## config.mk

```make
export PLATFORM = sky130hd
export DESIGN_NAME = sdw_wrap
export DESIGN_NICKNAME = d
export VERILOG_FILES = /design/src/rtl/sdw_pkg.sv /design/src/rtl/sdw_rst_sync.sv /design/src/rtl/sdw_decode.sv /design/src/rtl/sdw_irq_collect.sv /design/src/rtl/sdw_glob_regs.sv /design/src/rtl/sdw_wrap.sv
export SDC_FILE = /design/constraint.sdc
export NUM_CORES = 1
export LEC_CHECK = 0
export BUFFER_PORTS_ARGS = -buffer_cell sky130_fd_sc_hd__buf_2
export CAP_MARGIN = 25
export CORE_AREA = 3 3 199 201
export CTS_BUF_LIST = sky130_fd_sc_hd__clkbuf_4
export CTS_CLUSTER_SIZE = 20
export DETAILED_ROUTE_END_ITERATION = 16
export DIE_AREA = 0 0 202 204
export MAX_ROUTING_LAYER = met4
export PLACE_DENSITY_LB_ADDON = 0.05
export SLEW_MARGIN = 5
export SYNTH_ARGS = -nofsm -noshare
export SYNTH_HDL_FRONTEND = slang
export SYNTH_HIERARCHICAL = 1
export SYNTH_SLANG_ARGS = --single-unit
```

## constraint.sdc

```tcl
create_clock -name clk -period 11.7 [get_ports clk]
set_input_delay 1.17 -clock clk [delete_from_list [all_inputs] [get_ports clk]]
set_output_delay 1.17 -clock clk [all_outputs]
set_load 0.005 [all_outputs]
```

## src/rtl/sdw_pkg.sv

```systemverilog
package sdw_pkg;
  localparam int DW = 32;

  typedef enum logic [3:0] {
    RK_INFO, RK_DEBOUNCE, RK_BUSCFG, RK_WPPOL, RK_CDET, RK_IRQST,
    RK_CAPLO, RK_CAPHI, RK_MAXCUR, RK_SLOT, RK_BAD
  } reg_kind_e;

  // Global page offsets (page 0 of the window)
  localparam logic [7:0] OFS_INFO     = 8'h00;
  localparam logic [7:0] OFS_DEBOUNCE = 8'h04;
  localparam logic [7:0] OFS_BUSCFG   = 8'h08;
  localparam logic [7:0] OFS_WPPOL    = 8'hEC;
  localparam logic [7:0] OFS_CDET     = 8'hF0;
  localparam logic [7:0] OFS_IRQST    = 8'hFC;
  localparam int         CAP_STRIDE   = 16;

  localparam int          INFO_SRST_BIT = 0;
  localparam int          INFO_PRES_LSB = 16;
  localparam logic [31:0] DEBOUNCE_RST  = 32'd5;

  function automatic logic [31:0] info_reset(int n);
    logic [31:0] v;
    v = '0;
    for (int i = 0; i < n; i++) v[INFO_PRES_LSB+i] = 1'b1;
    return v;
  endfunction
endpackage

```

## src/rtl/sdw_rst_sync.sv

```systemverilog
module sdw_rst_sync (
  input  logic clk,
  input  logic rst_n,
  output logic rst_s_n
);
  logic [1:0] sync_q;

  always_ff @(posedge clk or negedge rst_n) begin
    if (!rst_n) sync_q <= 2'b00;
    else        sync_q <= {sync_q[0], 1'b1};
  end

  assign rst_s_n = sync_q[1];
endmodule

```

## src/rtl/sdw_decode.sv

```systemverilog
module sdw_decode
  import sdw_pkg::*;
#(
  parameter int NUM_SLOTS = 2,
  parameter int AW        = 12,
  parameter int IW        = 1
) (
  input  logic [AW-1:0] addr,
  output reg_kind_e     kind,
  output logic [IW-1:0] idx
);
  localparam int PW = AW - 8;

  logic [PW-1:0] page;
  logic [7:0]    off;
  assign page = addr[AW-1:8];
  assign off  = addr[7:0];

  always_comb begin
    kind = RK_BAD;
    idx  = '0;
    if (addr[1:0] == 2'b00) begin
      if (page == '0) begin
        case (off)
          OFS_INFO:     kind = RK_INFO;
          OFS_DEBOUNCE: kind = RK_DEBOUNCE;
          OFS_BUSCFG:   kind = RK_BUSCFG;
          OFS_WPPOL:    kind = RK_WPPOL;
          OFS_CDET:     kind = RK_CDET;
          OFS_IRQST:    kind = RK_IRQST;
          default:      kind = RK_BAD;
        endcase
        for (int i = 0; i < NUM_SLOTS; i++) begin
          if (off == 8'(CAP_STRIDE*(i+1)))     begin kind = RK_CAPLO;  idx = IW'(i); end
          if (off == 8'(CAP_STRIDE*(i+1) + 4)) begin kind = RK_CAPHI;  idx = IW'(i); end
          if (off == 8'(CAP_STRIDE*(i+1) + 8)) begin kind = RK_MAXCUR; idx = IW'(i); end
        end
      end else begin
        for (int i = 0; i < NUM_SLOTS; i++) begin
          if (page == PW'(i+1)) begin kind = RK_SLOT; idx = IW'(i); end
        end
      end
    end
  end
endmodule

```

## src/rtl/sdw_irq_collect.sv

```systemverilog
module sdw_irq_collect #(
  parameter int NUM_SLOTS = 2
) (
  input  logic                 clk,
  input  logic                 rst_n,
  input  logic [NUM_SLOTS-1:0] slot_irq,
  output logic [NUM_SLOTS-1:0] ist_q,
  output logic                 irq_o
);
  logic [NUM_SLOTS-1:0] ist_d;

  always_comb ist_d = slot_irq;

  always_ff @(posedge clk or negedge rst_n) begin
    if (!rst_n) ist_q <= '0;
    else        ist_q <= ist_d;
  end

  assign irq_o = |ist_q;

  // any requesting slot keeps the combined output up next cycle
  assert_irq_any_R8: assert property (@(posedge clk) disable iff (!rst_n)
    (|slot_irq) |=> irq_o);
  // with all levels low the combined output drops next cycle
  assert_irq_none_R8: assert property (@(posedge clk) disable iff (!rst_n)
    !(|slot_irq) |=> !irq_o);
endmodule

```

## src/rtl/sdw_glob_regs.sv

```systemverilog
module sdw_glob_regs
  import sdw_pkg::*;
#(
  parameter int          NUM_SLOTS = 2,
  parameter int          IW        = 1,
  parameter logic [63:0] CAP_INIT  = 64'h0
) (
  input  logic                 clk,
  input  logic                 rst_n,
  input  logic                 wr_en,
  input  reg_kind_e            kind,
  input  logic [IW-1:0]        idx,
  input  logic [DW-1:0]        wdata,
  input  logic [NUM_SLOTS-1:0] irq_stat,
  output logic [DW-1:0]        rd_word,
  output logic                 soft_rst_o
);
  localparam logic [31:0] INFO_RST = info_reset(NUM_SLOTS);

  logic [DW-1:0] info_q, info_d, deb_q, deb_d, bus_q, bus_d;
  logic [DW-1:0] wpp_q, wpp_d, cdet_q, cdet_d;
  logic          soft_d;
  logic [NUM_SLOTS*64-1:0] cap_flat;
  logic [NUM_SLOTS*32-1:0] maxc_flat;

  always_comb begin
    info_d = info_q; deb_d = deb_q; bus_d = bus_q; wpp_d = wpp_q; cdet_d = cdet_q;
    soft_d = 1'b0;
    if (wr_en) begin
      case (kind)
        RK_INFO: begin
          info_d                = wdata;
          info_d[INFO_SRST_BIT] = 1'b0;
          soft_d                = wdata[INFO_SRST_BIT];
        end
        RK_DEBOUNCE: deb_d  = wdata;
        RK_BUSCFG:   bus_d  = wdata;
        RK_WPPOL:    wpp_d  = wdata;
        RK_CDET:     cdet_d = wdata;
        default: ;
      endcase
    end
  end

  always_ff @(posedge clk or negedge rst_n) begin
    if (!rst_n) begin
      info_q <= INFO_RST; deb_q <= DEBOUNCE_RST; bus_q <= '0;
      wpp_q <= '0; cdet_q <= '0; soft_rst_o <= 1'b0;
    end else begin
      info_q <= info_d; deb_q <= deb_d; bus_q <= bus_d;
      wpp_q <= wpp_d; cdet_q <= cdet_d; soft_rst_o <= soft_d;
    end
  end

  for (genvar g = 0; g < NUM_SLOTS; g++) begin : g_shadow
    logic [63:0] cap_q, cap_d;
    logic [31:0] maxc_q, maxc_d;
    logic        hit;

    assign hit = wr_en && (idx == IW'(g));

    always_comb begin
      cap_d  = cap_q;
      maxc_d = maxc_q;
      if (hit && kind == RK_CAPLO)  cap_d[31:0]  = wdata;
      if (hit && kind == RK_CAPHI)  cap_d[63:32] = wdata;
      if (hit && kind == RK_MAXCUR) maxc_d       = wdata;
    end

    always_ff @(posedge clk or negedge rst_n) begin
      if (!rst_n) begin
        cap_q  <= CAP_INIT;
        maxc_q <= '0;
      end else begin
        cap_q  <= cap_d;
        maxc_q <= maxc_d;
      end
    end

    assign cap_flat[g*64 +: 64]  = cap_q;
    assign maxc_flat[g*32 +: 32] = maxc_q;
  end

  always_comb begin
    rd_word = '0;
    case (kind)
      RK_INFO:     rd_word = info_q;
      RK_DEBOUNCE: rd_word = deb_q;
      RK_BUSCFG:   rd_word = bus_q;
      RK_WPPOL:    rd_word = wpp_q;
      RK_CDET:     rd_word = cdet_q;
      RK_IRQST:    rd_word = DW'(irq_stat);
      default: begin
        for (int i = 0; i < NUM_SLOTS; i++) begin
          if (idx == IW'(i)) begin
            if (kind == RK_CAPLO)  rd_word = cap_flat[i*64 +: 32];
            if (kind == RK_CAPHI)  rd_word = cap_flat[i*64+32 +: 32];
            if (kind == RK_MAXCUR) rd_word = maxc_flat[i*32 +: 32];
          end
        end
      end
    endcase
  end

  // the stored info word never holds the request bit
  assert_info_bit0_R3: assert property (@(posedge clk) disable iff (!rst_n)
    (wr_en && kind == RK_INFO) |=> (info_q[INFO_SRST_BIT] == 1'b0));
endmodule

```

## src/rtl/sdw_wrap.sv

```systemverilog
module sdw_wrap
  import sdw_pkg::*;
#(
  parameter int          NUM_SLOTS = 2,
  parameter logic [63:0] CAP_INIT  = 64'h0000_0001_05E8_0032
) (
  input  logic                    clk,
  input  logic                    rst_n,
  input  logic                    req_valid,
  input  logic                    req_write,
  input  logic [11:0]             req_addr,
  input  logic [31:0]             req_wdata,
  output logic                    rsp_valid,
  output logic [31:0]             rsp_rdata,
  output logic                    rsp_err,
  output logic [NUM_SLOTS-1:0]    slot_req_valid,
  output logic                    slot_req_write,
  output logic [7:0]              slot_req_addr,
  output logic [31:0]             slot_req_wdata,
  input  logic [NUM_SLOTS-1:0]    slot_rsp_valid,
  input  logic [32*NUM_SLOTS-1:0] slot_rsp_rdata,
  input  logic [NUM_SLOTS-1:0]    slot_irq,
  output logic                    irq_o,
  output logic                    soft_rst_o
);
  localparam int IW = (NUM_SLOTS > 1) ? $clog2(NUM_SLOTS) : 1;

  logic                 rst_s_n;
  reg_kind_e            kind;
  logic [IW-1:0]        idx;
  logic [NUM_SLOTS-1:0] ist;
  logic [DW-1:0]        rd_word;
  logic                 glob_acc, fwd, slot_done;
  logic [DW-1:0]        slot_data;
  logic                 pend_q, pend_d;
  logic [IW-1:0]        pend_idx_q, pend_idx_d;
  logic                 rsp_valid_d, rsp_err_d;
  logic [DW-1:0]        rsp_rdata_d;

  sdw_rst_sync u_rst (.clk(clk), .rst_n(rst_n), .rst_s_n(rst_s_n));

  sdw_decode #(.NUM_SLOTS(NUM_SLOTS), .AW(12), .IW(IW)) u_dec (
    .addr(req_addr), .kind(kind), .idx(idx));

  sdw_irq_collect #(.NUM_SLOTS(NUM_SLOTS)) u_irq (
    .clk(clk), .rst_n(rst_s_n), .slot_irq(slot_irq), .ist_q(ist), .irq_o(irq_o));

  assign glob_acc = req_valid && (kind != RK_SLOT);
  assign fwd      = req_valid && (kind == RK_SLOT);

  sdw_glob_regs #(.NUM_SLOTS(NUM_SLOTS), .IW(IW), .CAP_INIT(CAP_INIT)) u_regs (
    .clk(clk), .rst_n(rst_s_n), .wr_en(glob_acc && req_write), .kind(kind),
    .idx(idx), .wdata(req_wdata), .irq_stat(ist), .rd_word(rd_word),
    .soft_rst_o(soft_rst_o));

  // Slot routing
  for (genvar g = 0; g < NUM_SLOTS; g++) begin : g_route
    assign slot_req_valid[g] = fwd && (idx == IW'(g));
  end
  assign slot_req_write = req_write;
  assign slot_req_addr  = req_addr[7:0];
  assign slot_req_wdata = req_wdata;

  always_comb begin
    slot_done = 1'b0;
    slot_data = '0;
    for (int i = 0; i < NUM_SLOTS; i++) begin
      if (pend_q && pend_idx_q == IW'(i) && slot_rsp_valid[i]) begin
        slot_done = 1'b1;
        slot_data = slot_rsp_rdata[i*32 +: 32];
      end
    end
  end

  always_comb begin
    pend_d     = pend_q;
    pend_idx_d = pend_idx_q;
    if (slot_done) pend_d = 1'b0;
    if (fwd) begin
      pend_d     = 1'b1;
      pend_idx_d = idx;
    end
  end

  always_comb begin
    rsp_valid_d = glob_acc || slot_done;
    rsp_err_d   = req_valid && (kind == RK_BAD);
    rsp_rdata_d = '0;
    if (slot_done)                                      rsp_rdata_d = slot_data;
    else if (glob_acc && !req_write && kind != RK_BAD)  rsp_rdata_d = rd_word;
  end

  always_ff @(posedge clk or negedge rst_s_n) begin
    if (!rst_s_n) begin
      pend_q <= 1'b0; pend_idx_q <= '0;
      rsp_valid <= 1'b0; rsp_err <= 1'b0; rsp_rdata <= '0;
    end else begin
      pend_q <= pend_d; pend_idx_q <= pend_idx_d;
      rsp_valid <= rsp_valid_d; rsp_err <= rsp_err_d; rsp_rdata <= rsp_rdata_d;
    end
  end

  // at most one slot port is addressed at a time
  assert_route_onehot_R6: assert property (@(posedge clk) disable iff (!rst_s_n)
    $onehot0(slot_req_valid));
  // a global access with nothing outstanding is answered next cycle
  assert_glob_latency_R2: assert property (@(posedge clk) disable iff (!rst_s_n)
    (req_valid && !(|slot_req_valid) && !pend_q) |=> rsp_valid);
  // an error answer carries zero data
  assert_err_zero_R9: assert property (@(posedge clk) disable iff (!rst_s_n)
    rsp_err |-> (rsp_valid && rsp_rdata == '0));
  // a misaligned request never reaches a slot port
  assert_misalign_noslot_R9: assert property (@(posedge clk) disable iff (!rst_s_n)
    (req_valid && req_addr[1:0] != 2'b00) |-> !(|slot_req_valid));
  // a soft-reset pulse is caused by an info write with bit 0 set
  assert_srst_cause_R4: assert property (@(posedge clk) disable iff (!rst_s_n)
    soft_rst_o |-> $past(req_valid && req_write && req_addr == 12'h000 && req_wdata[0]));
endmodule

```

# == Yosys cells after proc, flatten, opt, wreduce, memory -nomap -nowiden ==
# Index checks and enable logic that the tools add are counted.
# Widths: inputs -> output; s select.
# word_totals
ff_bits,392
elab_cells,115
# op_classes
n_eq_ne,25
n_mux,36
bitwise,2
n_reduce_logical,33
# ops
operator,count
$mux 32,12
$pmux 32 s6,1
$mux 4,8
$eq 8x5->1 const B,3
$eq 8x6->1 const B,3
$eq 8x8->1 const B,3
$pmux 4 s6,1
$logic_and 1x1->1,20
$eq 4x3->1 const B,4
$eq 4x2->1 const B,3
$eq 4x4->1 const B,3
$mux 1,12
$reduce_and 2->1,5
$eq 4x1->1 const B,2
$eq 8x3->1 const B,1
$eq 8x4->1 const B,1
$logic_not 4->1,2
$logic_not 8->1,1
$ne 4x4->1 const B,2
$mux 2,2
$logic_not 2->1,1
$not 1->1,2
$reduce_bool 2->1,1
$reduce_or 2->1,1
other kinds (2),2

# == Depth between registers and ports, before layout ==
# logic_depth
ltp_word,22
ltp_mapped,15
depth_no_buf,11

# == Hierarchy ==
# Netlist, hierarchy kept.
# modules_own_cells
module,n_inst,cells_each,area_per_inst_um2,seq_area_each_um2
sdw_glob_regs,1,1097,15966.6,8838.5
sdw_wrap,1,175,1883.1,900.9
sdw_decode,1,38,247.7,0.0
sdw_irq_collect,1,3,56.3,50.0
sdw_rst_sync,1,3,53.8,50.0

# == Worst setup path after synthesis ==
# Ideal clock, no wire load.
# synth_timing
kind,input port to flip-flop
start,input port req_addr[5]
end,register rsp_rdata[10]
setup_time_ns,0.130
arrival_ns,3.803
t_required_ns,11.570
setup_slack_ns,7.766
cell_stages,13
cell_sequence,buf_6 -> a2111oi_0 -> o21ai_1 -> a21oi_1 -> buf_2 -> buf_2 -> buf_2 -> mux2_1 -> a221oi_1 -> o211ai_1 -> nor2b_1 -> a221oi_1 -> a21oi_1
# synth_between
elab_chain_len,22
# synth_lines
item,line_no,rtl
start: declaration,sdw_wrap.sv:11,"input logic [11:0] req_addr,"
"$eq 8x8->1, or another cell as far along",sdw_decode.sv:24,case (off)
$pmux 4 s6,sdw_decode.sv:24,
$mux 4,sdw_decode.sv:34,if (off == 8'(CAP_STRIDE*(i+1))) begin kind = RK_CAPLO; idx = IW'(i); end
$mux 4,sdw_decode.sv:35,if (off == 8'(CAP_STRIDE*(i+1) + 4)) begin kind = RK_CAPHI; idx = IW'(i); end
$mux 4,sdw_decode.sv:36,if (off == 8'(CAP_STRIDE*(i+1) + 8)) begin kind = RK_MAXCUR; idx = IW'(i); end
$mux 4,sdw_decode.sv:34,
$mux 4,sdw_decode.sv:35,
$mux 4 *,sdw_decode.sv:36,
[... 2 more ...],n/a,
named net kind[0],sdw_wrap.sv:29,reg_kind_e kind;
[... 6 more ...],n/a,
$mux 32,sdw_glob_regs.sv:97,if (kind == RK_CAPHI) rd_word = cap_flat[i*64+32 +: 32];
$mux 32,sdw_glob_regs.sv:98,if (kind == RK_MAXCUR) rd_word = maxc_flat[i*32 +: 32];
$mux 32,sdw_glob_regs.sv:95,if (idx == IW'(i)) begin
$pmux 32 s6 *,sdw_glob_regs.sv:86,case (kind)
named net rd_word[10],sdw_wrap.sv:32,logic [DW-1:0] rd_word;
$mux 32 *,sdw_wrap.sv:90,else if (glob_acc && !req_write && kind != RK_BAD) rsp_rdata_d = rd_word;
$mux 32 *,sdw_wrap.sv:89,if (slot_done) rsp_rdata_d = slot_data;
named net rsp_rdata_d[10],sdw_wrap.sv:38,logic [DW-1:0] rsp_rdata_d;
end signal: assignment,sdw_wrap.sv:99,rsp_valid <= rsp_valid_d; rsp_err <= rsp_err_d; rsp_rdata <= rsp_rdata_d;
end: declaration,sdw_wrap.sv:14,"output logic [31:0] rsp_rdata,"
# The timed path passes the listed nets; every way through them passes the cells marked *.
# A chain may end at the register's enable or synchronous reset.

# == Worst setup path in the final report ==
# layout_timing
start,input port req_addr[5]
end,register u_regs.wpp_q[13]
# layout_between
elab_chain_len,14
# layout_lines
item,line_no,rtl
"$eq 8x8->1, or another cell as far along",sdw_decode.sv:24,
$pmux 4 s6,sdw_decode.sv:24,
$mux 4,sdw_decode.sv:34,
$mux 4,sdw_decode.sv:35,
$mux 4,sdw_decode.sv:36,
$mux 4,sdw_decode.sv:34,
$mux 4,sdw_decode.sv:35,
$mux 4 *,sdw_decode.sv:36,
$mux 4 *,sdw_decode.sv:23,if (page == '0) begin
$mux 4 *,sdw_decode.sv:22,if (addr[1:0] == 2'b00) begin
named net kind[0],sdw_wrap.sv:29,
$ne 4x4->1,sdw_wrap.sv:48,assign glob_acc = req_valid && (kind != RK_SLOT);
$logic_and 1x1->1,sdw_wrap.sv:48,
$logic_and 1x1->1,sdw_wrap.sv:52,".clk(clk), .rst_n(rst_s_n), .wr_en(glob_acc && req_write), .kind(kind),"
$reduce_and 2->1 (no source line) *,n/a,
end signal: assignment,sdw_glob_regs.sv:51,wpp_q <= wpp_d; cdet_q <= cdet_d; soft_rst_o <= soft_d;
end: declaration,sdw_glob_regs.sv:21,"logic [DW-1:0] wpp_q, wpp_d, cdet_q, cdet_d;"
# Marked as above.

==> reports/qor.yml <==
p_leak_nw: 10.9
core-area_um2: 37800
h-tree-depth: 3
synthArstFlopShare_pct: 100
rows: 71
cts_root_buffer: "clkbuf_4"
final_cells: 2062
drv_cap: 0
drt_iter0_markers: 792
p_per_area_nw_per_um2: 134
post_drt_wl_per_cell_um: 22.3
syn_area_per_cell_um2: 13.8
ios: 195
dpl.hpwl_um: 26600
grt_use_total_pct: 23.0
via_per_inst: 5.73
synth_edf_count: 0
clockBufferDepth: 3
die_w_um: 202
gp_congestion: 0.796
max_freq_mhz: 207
final-max-slew-violation-count: 0
yosys-top-cells-area: "dfrtp_1, mux2_1, mux2_4"
period_share_pct: 41.2
final_core_util_pct: 54.7
holdBufCountCts: 0
fillerInstances: 3316
start_util_pct: 48.2
hold_viol_final: 0
drc: 0
mostFrequentLayoutCells: "dfrtp_1, mux2_1, buf_2"
synth_area_leader_cell: "dfrtp_1"
antenna_found_initial: 1
synth_top_cell_area_share_pct: 50.6
setup_violations: 0
clkSinkCount: 392
cts_setup_buffers: 0
critical_path_class: "in -> reg"
rsz0062_at_grt: "no"
wirelength_um: 46000
ys_seq_elements: 392
drive_gt1_share_pct: 32.9
syn_area_um2: 18200
grt_pass1_vias: 12300
fin_setup_tns_ps: 0
synth_fp_nets: 1432
clk_pin_slew_ps: 50
firstDrtPassIters: 6
overflow: 0
multiInputGateArea_um2: 7300
grt_pass1_wl_um: 72100
mostFrequentLayoutCell: "dfrtp_1"
cts_buffers: 104
status: "complete, no violations"
area_delta_synth_final_pct: 13.4
fp.dieH_um: 204
tritoncts: "built"
worstPathArrival_ps: 5440
synth_seq_area_share_pct: 54.0
holdWs_ps: 208
min_period_ps: 4820
dp_cells: 1871
start_kind: "input port"
ys_warn_count: 6
hp-class: "in -> async"
worst_setup_path_end_kind: "flop"
yosysUniqueCellTypes: 54
vias: 11800
p_total_mw: 2.76
ir_worst_vdd_mv: 0.0772
synthCells: 1316
place.port_buffers: 194
ant_nets: 0
cp_max_fo: 38
grt_max_degree: 139
synth_ff_type: "dfrtp_1"
max-slew-margin-rel_pct: 32.8
tightest_slew_ps: 1010
cp.required_ps: 12320
finalClockSkew_ps: 45.8
fp.dieArea_um2: 41200
clkLatencyLatePin_ps: 780
seqCellArea_um2: 9840
nets: 1582
cts_resized: 0
## registers in the layout, indices dropped and copies added, names as in the netlist
| register | flops |
|---|---|
| u_regs/g_shadow.cap_q | 128 |
| u_regs/g_shadow.maxc_q | 64 |
| rsp_rdata | 32 |
| u_regs/bus_q | 32 |
| u_regs/cdet_q | 32 |
| u_regs/deb_q | 32 |
| u_regs/wpp_q | 32 |
| u_regs/info_q | 31 |
| u_irq/ist_q | 2 |
| u_rst/sync_q | 2 |
| pend_idx_q | 1 |
| pend_q | 1 |
| rsp_err | 1 |
| rsp_valid | 1 |
| u_regs/soft_rst_o | 1 |
## synth_stat cells (all sizes together), types with 2 or more instances
library cell,instances
o2111ai,2
nor4b,4
o21ai,4
xor2,2
a221o,51
nor4,5
nor3,3
nand2,34
a222oi,61
inv,36
and2,4
a21oi,20
o211ai,14
dfrtp,368
clkbuf,62
nor2,8
buf,112
a2111oi,3
and3b,2
nand2b,2
a221oi,15
a22oi,31
dfstp,24
and3,8
nor2b,3
nor3b,2
nand3,20
mux2,404
and4,2
## cell families after synthesis
group | synth area share, %
other | 0.0206
AO/OA/AOI/OAI | 9.92
buffers and inverters | 6.23
AND/OR/NAND/NOR | 3.42
XOR/XNOR | 0.0962
multiplexers | 26.3
flip-flops | 54.0
## metrics by stage
| step | area [um2] | worst slack, ps |
|---|---|---|
| 2_1_floorplan | 18200 | 7.52 |
| 3_3_place_gp | 19000 | 6030 |
| 3_5_place_dp | 19200 | 6080 |
| 4_1_cts | 20600 | 6860 |
| 5_1_grt | 20600 | 6660 |
| 6_report | 20600 | 6880 |
## cell type report
cell class | count | share of cell area, %
Sequential cell | 392 | 47.7
Clock inverter | 18 | 0.606
Clock buffer | 172 | 6.26
Antenna cell | 1 | 0.0121
Tap cell | 511 | 3.10
Inverter | 36 | 0.655
Timing Repair Buffer | 218 | 6.29
Multi-Input combinational cell | 714 | 35.4
## worst paths after layout
kind	start	to	slack, ps	depth (start not counted)
worst max-delay path	req_addr[5]	u_regs/wpp_q[13]	6880	11
worst min-delay path	rst_n	u_rst/sync_q[1]	210	1
worst max register to register	u_rst/sync_q[1]	u_regs/g_shadow[0].maxc_q[4]	9260	2
worst min register to register	u_rst/sync_q[0]	u_rst/sync_q[1]	340	0
max in group asynchronous	u_rst/sync_q[1]	u_regs/g_shadow[0].maxc_q[4]	9260	2
min in group clk	u_rst/sync_q[0]	u_rst/sync_q[1]	340	0
## layer usage
metal	wire length, um	share of wire, %	up-vias	GRT usage (%)
met5	0	0	-	-
met4	635	1.4	0	6.35
met3	2570	5.6	52	3.98
met2	21100	46	351	35.2
met1	21700	47	6174	32.1
li1	-	-	5245	-
## critical path, stage by stage
cell       delay (ps)
buf_2             150
a2111oi_0         530
o21ai_1           170
a21oi_4           170
buf_4             450
buf_4             640
nor4bb_4          380
buf_4             520
nand2_2           500
buf_16            350
mux2_1            320
## where the power goes
part / internal, mW / switching [mW] / total [mW] / leakage [nW]
sequential: 1.38 / 0.0137 / 1.39 / 5.35
clock: 0.702 / 0.556 / 1.26 / 0.854
combinational: 0.0411 / 0.0728 / 0.114 / 4.69
Note: power is estimated with default switching activity, not from simulation.
